--- src/rtl/axi_ord_pkg.sv ---
// Package: shared encodings and attribute decode for the ordering gate.
// Assumes the standard burst-type and cache-bit encodings.
package axi_ord_pkg;

    typedef enum logic [1:0] {
        BURST_FIXED = 2'b00,
        BURST_INCR  = 2'b01,
        BURST_WRAP  = 2'b10,
        BURST_RSVD  = 2'b11
    } burst_e;

    // Device when none of the cache bits [3:1] is set.
    function automatic logic cache_is_device(input logic [3:0] cache);
        return (cache[3:1] == 3'b000);
    endfunction

endpackage

--- src/rtl/axi_ord_range.sv ---
// Module: inclusive byte range covered by one burst.
// Assumes incrementing bursts stay within their 4 KB page (no wrap of the
// address space) and that wrapping bursts are legal (2, 4, 8 or 16 beats).
module axi_ord_range #(
    parameter int AW = 32
) (
    input  logic [AW-1:0] addr,
    input  logic [7:0]    len,
    input  logic [2:0]    size,
    input  logic [1:0]    burst,
    output logic [AW-1:0] lo,
    output logic [AW-1:0] hi
);
    import axi_ord_pkg::*;

    logic [AW-1:0] beat_bytes;
    logic [AW-1:0] total_bytes;

    // Purpose: size of one beat and of the whole burst in bytes.
    always_comb begin
        beat_bytes  = AW'(1) << size;
        total_bytes = (AW'(len) + AW'(1)) << size;
    end

    // Purpose: pick the range rule that matches the burst type.
    always_comb begin
        case (burst_e'(burst))
            BURST_FIXED: begin
                lo = addr;
                hi = addr + beat_bytes - AW'(1);
            end
            BURST_WRAP: begin
                lo = addr & ~(total_bytes - AW'(1));
                hi = lo + total_bytes - AW'(1);
            end
            default: begin
                lo = addr;
                hi = addr + total_bytes - AW'(1);
            end
        endcase
    end
endmodule

--- src/rtl/axi_ord_hazard.sv ---
// Module: compares one table entry with the incoming request.
// Flags a hazard for a same-ID entry at another target, or for a Device
// entry with another ID whose range shares a byte with a Device request.
module axi_ord_hazard #(
    parameter int IDW = 4,
    parameter int SLW = 2,
    parameter int AW  = 32
) (
    input  logic           e_valid,
    input  logic [IDW-1:0] e_id,
    input  logic [SLW-1:0] e_slave,
    input  logic [AW-1:0]  e_lo,
    input  logic [AW-1:0]  e_hi,
    input  logic           e_dev,
    input  logic [IDW-1:0] r_id,
    input  logic [SLW-1:0] r_slave,
    input  logic [AW-1:0]  r_lo,
    input  logic [AW-1:0]  r_hi,
    input  logic           r_dev,
    output logic           hazard
);
    logic same_id;
    logic overlap;

    // Purpose: evaluate both hazard kinds against this entry.
    always_comb begin
        same_id = (e_id == r_id);
        overlap = (e_lo <= r_hi) && (r_lo <= e_hi);
        hazard  = e_valid &&
                  ((same_id && (e_slave != r_slave)) ||
                   (!same_id && e_dev && r_dev && overlap));
    end
endmodule

--- src/rtl/axi_ord_age.sv ---
// Module: age matrix over the table slots; picks the oldest candidate.
// Row i bit j set means slot j was filled before slot i. Assumes a slot is
// never filled and freed in the same cycle.
module axi_ord_age #(
    parameter int DEPTH = 8,
    localparam int IW   = (DEPTH > 1) ? $clog2(DEPTH) : 1
) (
    input  logic             clk,
    input  logic             rst_n,
    input  logic [DEPTH-1:0] valid,
    input  logic             alloc_en,
    input  logic [IW-1:0]    alloc_idx,
    input  logic [DEPTH-1:0] cand,
    output logic [DEPTH-1:0] oldest
);
    logic [DEPTH-1:0] older [DEPTH];

    // Purpose: record that a new slot is younger than every live slot.
    always_ff @(posedge clk) begin
        if (!rst_n) begin
            for (int i = 0; i < DEPTH; i++) older[i] <= '0;
        end else if (alloc_en) begin
            older[alloc_idx] <= valid;
            for (int i = 0; i < DEPTH; i++) older[i][alloc_idx] <= 1'b0;
        end
    end

    // Purpose: a candidate is oldest when no older slot is also a candidate.
    always_comb begin
        for (int i = 0; i < DEPTH; i++)
            oldest[i] = cand[i] && ((older[i] & cand) == '0);
    end
endmodule

--- src/rtl/axi_order_gate.sv ---
// Module: same-ID ordering stall gate for one direction of one upstream port.
// Keeps DEPTH outstanding requests and lowers req_ready when issuing the
// presented request could break ordering. Assumes responses of one ID come
// back in issue order, and that rsp_last is tied high on the write side.
module axi_order_gate #(
    parameter int IDW   = 4,
    parameter int SLW   = 2,
    parameter int AW    = 32,
    parameter int DEPTH = 8
) (
    input  logic           clk,
    input  logic           rst_n,
    input  logic           req_valid,
    output logic           req_ready,
    input  logic [IDW-1:0] req_id,
    input  logic [SLW-1:0] req_slave,
    input  logic [AW-1:0]  req_addr,
    input  logic [7:0]     req_len,
    input  logic [2:0]     req_size,
    input  logic [1:0]     req_burst,
    input  logic [3:0]     req_cache,
    input  logic           rsp_fire,
    input  logic           rsp_last,
    input  logic [IDW-1:0] rsp_id
);
    import axi_ord_pkg::*;

    localparam int IW = (DEPTH > 1) ? $clog2(DEPTH) : 1;

    logic [DEPTH-1:0]          ent_valid;
    logic [DEPTH-1:0][IDW-1:0] ent_id;
    logic [DEPTH-1:0][SLW-1:0] ent_slave;
    logic [DEPTH-1:0][AW-1:0]  ent_lo;
    logic [DEPTH-1:0][AW-1:0]  ent_hi;
    logic [DEPTH-1:0]          ent_dev;

    logic [AW-1:0]    r_lo, r_hi;
    logic             r_dev;
    logic [DEPTH-1:0] hazard;
    logic [DEPTH-1:0] rsp_cand;
    logic [DEPTH-1:0] oldest;
    logic [DEPTH-1:0] retire_vec;
    logic [IW-1:0]    free_idx;
    logic             full;
    logic             alloc;

    axi_ord_range #(.AW(AW)) u_range (
        .addr(req_addr), .len(req_len), .size(req_size), .burst(req_burst),
        .lo(r_lo), .hi(r_hi)
    );

    // Purpose: memory type of the presented request.
    always_comb r_dev = cache_is_device(req_cache);

    for (genvar g = 0; g < DEPTH; g++) begin : g_cmp
        axi_ord_hazard #(.IDW(IDW), .SLW(SLW), .AW(AW)) u_hz (
            .e_valid(ent_valid[g]), .e_id(ent_id[g]), .e_slave(ent_slave[g]),
            .e_lo(ent_lo[g]), .e_hi(ent_hi[g]), .e_dev(ent_dev[g]),
            .r_id(req_id), .r_slave(req_slave), .r_lo(r_lo), .r_hi(r_hi),
            .r_dev(r_dev), .hazard(hazard[g])
        );
    end

    // Purpose: lowest free slot and table-full flag.
    always_comb begin
        free_idx = '0;
        full     = 1'b1;
        for (int i = DEPTH - 1; i >= 0; i--) begin
            if (!ent_valid[i]) begin
                free_idx = IW'(i);
                full     = 1'b0;
            end
        end
    end

    // Purpose: issue decision and allocation strobe.
    always_comb begin
        req_ready = !full && (hazard == '0);
        alloc     = req_valid && req_ready;
    end

    // Purpose: slots holding the ID named by the response.
    always_comb begin
        for (int i = 0; i < DEPTH; i++)
            rsp_cand[i] = ent_valid[i] && (ent_id[i] == rsp_id);
    end

    axi_ord_age #(.DEPTH(DEPTH)) u_age (
        .clk(clk), .rst_n(rst_n), .valid(ent_valid), .alloc_en(alloc),
        .alloc_idx(free_idx), .cand(rsp_cand), .oldest(oldest)
    );

    // Purpose: the last response beat frees the oldest slot of its ID.
    always_comb retire_vec = (rsp_fire && rsp_last) ? oldest : '0;

    // Purpose: table update on issue and retirement.
    always_ff @(posedge clk) begin
        if (!rst_n) begin
            ent_valid <= '0;
            ent_id    <= '0;
            ent_slave <= '0;
            ent_lo    <= '0;
            ent_hi    <= '0;
            ent_dev   <= '0;
        end else begin
            for (int i = 0; i < DEPTH; i++) begin
                if (retire_vec[i]) ent_valid[i] <= 1'b0;
                if (alloc && (free_idx == IW'(i))) begin
                    ent_valid[i] <= 1'b1;
                    ent_id[i]    <= req_id;
                    ent_slave[i] <= req_slave;
                    ent_lo[i]    <= r_lo;
                    ent_hi[i]    <= r_hi;
                    ent_dev[i]   <= r_dev;
                end
            end
        end
    end
endmodule

--- config.mk ---
export PLATFORM = sky130hd
export DESIGN_NAME = axi_order_gate
export DESIGN_NICKNAME = d
export VERILOG_FILES = /design/src/rtl/axi_ord_pkg.sv /design/src/rtl/axi_ord_range.sv /design/src/rtl/axi_ord_hazard.sv /design/src/rtl/axi_ord_age.sv /design/src/rtl/axi_order_gate.sv
export SDC_FILE = /design/constraint.sdc
export NUM_CORES = 2
export LEC_CHECK = 0
export ABC_AREA = 1
export BUFFER_PORTS_ARGS = -buffer_cell sky130_fd_sc_hd__clkbuf_2
export CAP_MARGIN = 20
export CORE_AREA = 2 2 318 320
export DETAILED_ROUTE_END_ITERATION = 12
export DIE_AREA = 0 0 320 322
export GPL_ROUTABILITY_DRIVEN = 0
export REMOVE_ABC_BUFFERS = 1
export SYNTH_ARGS = -nofsm -noshare
export SYNTH_HDL_FRONTEND = slang
export SYNTH_SLANG_ARGS = --single-unit
--- constraint.sdc ---
create_clock -name clk -period 19.5 [get_ports clk]
set_input_delay 3.9 -clock clk [delete_from_list [all_inputs] [get_ports clk]]
set_output_delay 3.9 -clock clk [all_outputs]
set_load 0.05 [all_outputs]
==> run_results.csv <==
group,metric,value,unit
final_layout,nNetsFinal,6871,
min_path,holdCritPathClass,"reg -> reg",
final_layout,layout-drive-gt1-share,5.37,%
cts,clk_latency,0.63,ns
critical_path,crit_top_cell,"inv_1",
global_routing,grt_max_degree,243,
critical_path,cpPeakStageDelay,0.43,ns
critical_path,ff2ff_setup_slack,13.70,ns
synth,ys_top_cells_by_area,"dfxtp_1 25%, ha_1 16%, nand2_1 11%",
sta,fmax,0.0599,GHz
power,finalPower,3.75,mW
min_path,min_to,"ent_hi[249]",
job,drv_cap,0,
power,swShare,33.9,%
sta,rsz0062_at_grt,"no",
power,irDropWorstVdd,0.0000576,V
min_path,holdPathStages,2,
sta,tns,0,ns
routing,post_drt_via_cell_ratio,5.74,
global_routing,grt_pass1_vias,39900,
synth,yosys_warnings,0,
synth,synth-async-reset-ratio,0,%
sta,finalCriticalPeriod,16.70,ns
cts,cts_sinks,640,
critical_path,end_kind,"output pin",
final_layout,fillers,10000,
cts,clk_path_buf_depth,3,
cts,cts-resized-gates,0,
cts,post_cts_buffers,0,
synth,yosys.area.top_type,"dfxtp_1",
sta,hold_ws,0.469,ns
routing,dr.pass1.iters,6,
cts,path_clk_slew,0.06,ns
cts,cts_tree,"done",
min_path,hold_start,"ent_hi[249]",
sta,hold_viol_final,0,
floorplan,dieArea,103000,um^2
synth,ys_seq_area_share,29.5,%
synth,synthFlopType,"dfxtp_1",
floorplan,fp-row-count,116,
synth,synth_area,45600,um^2
floorplan,coreArea,99600,um^2
power,power_leakage,23.7,nW
synth,yosysUniqueCellTypes,62,
routing,drc,0,
sta,clock_skew,0.0212,ns
run_status,status,"completed",
floorplan,ios,65,
placed_design,io_buffers,63,
power,p_per_area,76.8,nW/um^2
floorplan,die_x,320,um
routing,drt.antenna.violating_nets,0,
global_routing,grt_first_pass_wirelength,227000,um
critical_path,critPathKind,"in -> out",
sta,maxSlewViolCount,0,
routing,vias,43500,
placed_design,dp_hpwl,94700,um
routing,avgRoutedWirePerCell,19.0,um
synth,yosysTopAreaCellShare,25.3,%
power,power_switching,1.27,mW
cts,cts-root-buf,"clkbuf_16",
floorplan,start_util,45.8,%
floorplan,dieHeight,322,um
critical_path,cp.arrival,12.80,ns
global_routing,grt_util_all_layers,27.5,%
global_routing,overflow,0,
power,power.share.clock,38.1,%
routing,drtIter0Drc,4434,
final_layout,area_delta_synth_final,7.26,%
cts,cts-buffers-inserted,74,
power,comb_power_share,24.9,%
critical_path,rr_startpoint,"ent_hi[223]",
critical_path,startpoint_type,"input pin",
final_layout,diodes,0,
sta,tightest_slew,1.23,ns
critical_path,cp_max_fo,14,
critical_path,cp_slowest_cell,"o21ai_0",
power,p_seq_share,37.0,%
routing,routed_wl,144000,um
power,intPower,2.48,mW
critical_path,reg2reg_to,"ent_lo[88]",
cts,postCtsHoldBufs,0,
cts,htreeDepth,3,
synth,netlist_instances,6377,
synth,synth_seq_cells,640,
sta,setup-violations-final,0,
global_routing,antenna_found_initial,1,
synth,synth_edf_count,64,
critical_path,rr_worst_depth,19,
critical_path,crit_required,15.60,ns
sta,slew_headroom,18.1,%
synth,synth_area_per_cell,7.15,um^2
sta,post-route-period-util,85.6,%
-- registers in the layout, indices dropped and copies added, names as in the netlist --
| register | flops |
|---|---|
| u_age.older | 64 |
| ent_slave | 16 |
| ent_hi | 256 |
| ent_dev | 8 |
| ent_valid | 8 |
| ent_lo | 256 |
| ent_id | 32 |
-- critical path: cells and delay by family --
kind,cells,cell delay [ns]
simple gates,23,3.68
compound gates,10,2.50
buf+inv,12,1.68
fa+ha+maj,3,1.00
-- Yosys cell counts (17+ instances only) --
| cell type | number |
|---|---|
| nand2_1 | 1334 |
| nand3_1 | 782 |
| inv_1 | 757 |
| nand4_1 | 685 |
| ha_1 | 582 |
| dfxtp_1 | 576 |
| a21oi_1 | 346 |
| nor2_1 | 281 |
| clkbuf_1 | 225 |
| o21ai_0 | 131 |
| buf_1 | 65 |
| edfxtp_1 | 64 |
| xor2_1 | 53 |
| xnor2_1 | 46 |
| nor3_1 | 45 |
| buf_6 | 37 |
| a211oi_1 | 29 |
| a21o_1 | 25 |
| buf_4 | 23 |
| buf_2 | 20 |
| o21bai_1 | 20 |
| or2_2 | 19 |
| o221ai_1 | 17 |
-- kinds of logic (layout without fill, tap and decap cells) --
group / after synthesis / after routing / synth area share [%]
buffers and inverters: 1151 / 1047 / 10.4
muxes: 1 / 1 / 0.0219
AOI/OAI and AO/OA: 684 / 684 / 8.78
and+or+nand+nor: 3216 / 3216 / 33.3
DFF: 640 / 640 / 29.5
other: 1 / 8 / 0.00822
xor gates and xnor gates: 99 / 99 / 1.90
adders and majority gates: 585 / 585 / 16.1
-- cell type report --
type	instances	area, um^2	share of cell area (%)
clock buffer	105	2090	4.27
tap	1298	1620	3.32
timing repair buffer	135	937	1.92
multi-input combinational	4593	27500	56.3
inverter	778	2920	5.97
clock inverter	29	353	0.721
sequential	640	13500	27.5
-- cells in the final DEF (no fill, tap or decap), types with 65 or more instances in the layout --
cell          n
nand3_1     782
nand4_1     685
inv_1       757
clkbuf_16    74
a21oi_1     340
nor2_1      272
dfxtp_1     576
nand2_1    1334
o21ai_0     131
buf_4        65
ha_1        582
-- power by group through the flow --
stage / clock (mW) / sequential, mW / combinational, mW
floorplan: 0 / 1.41 / 0.590
global placement: 0 / 1.42 / 0.903
detailed placement: 0 / 1.42 / 0.918
CTS: 1.45 / 1.39 / 0.926
global route: 1.50 / 1.39 / 1.06
finish: 1.43 / 1.39 / 0.936
-- how the worst max path moves through the flow --
stage,from,end,slack (ns),cells after the start
2_1_floorplan,req_len[0],u_age.older[6][7],4.97,51
3_3_place_gp,req_len[0],req_ready,2.26,50
3_5_place_dp,req_len[0],req_ready,2.13,50
4_1_cts,req_size[0],req_ready,2.07,47
5_1_grt,req_size[0],req_ready,1.83,48
6_report,req_size[0],req_ready,2.80,48
-- through the flow --
stage	setup slack, ns	utilization, %	instance area, um^2	cells
3_5_place_dp	2.13	46.6	46400	7440
2_1_floorplan	4.97	-	43800	6011
3_3_place_gp	2.26	46.6	46400	7440
4_1_cts	2.07	49.1	48900	7574
5_1_grt	1.83	49.1	48900	7578
6_report	2.80	49.1	48900	7578
-- routing by layer --
metal	wire [um]	track usage [%]	up-vias
met1	68500	39.9	20300
li1	-	-	21700
met2	62100	42.5	1358
met5	0	0	-
met4	3530	7.48	0
met3	10200	3.80	189
Power figures use the tool's default switching activity.
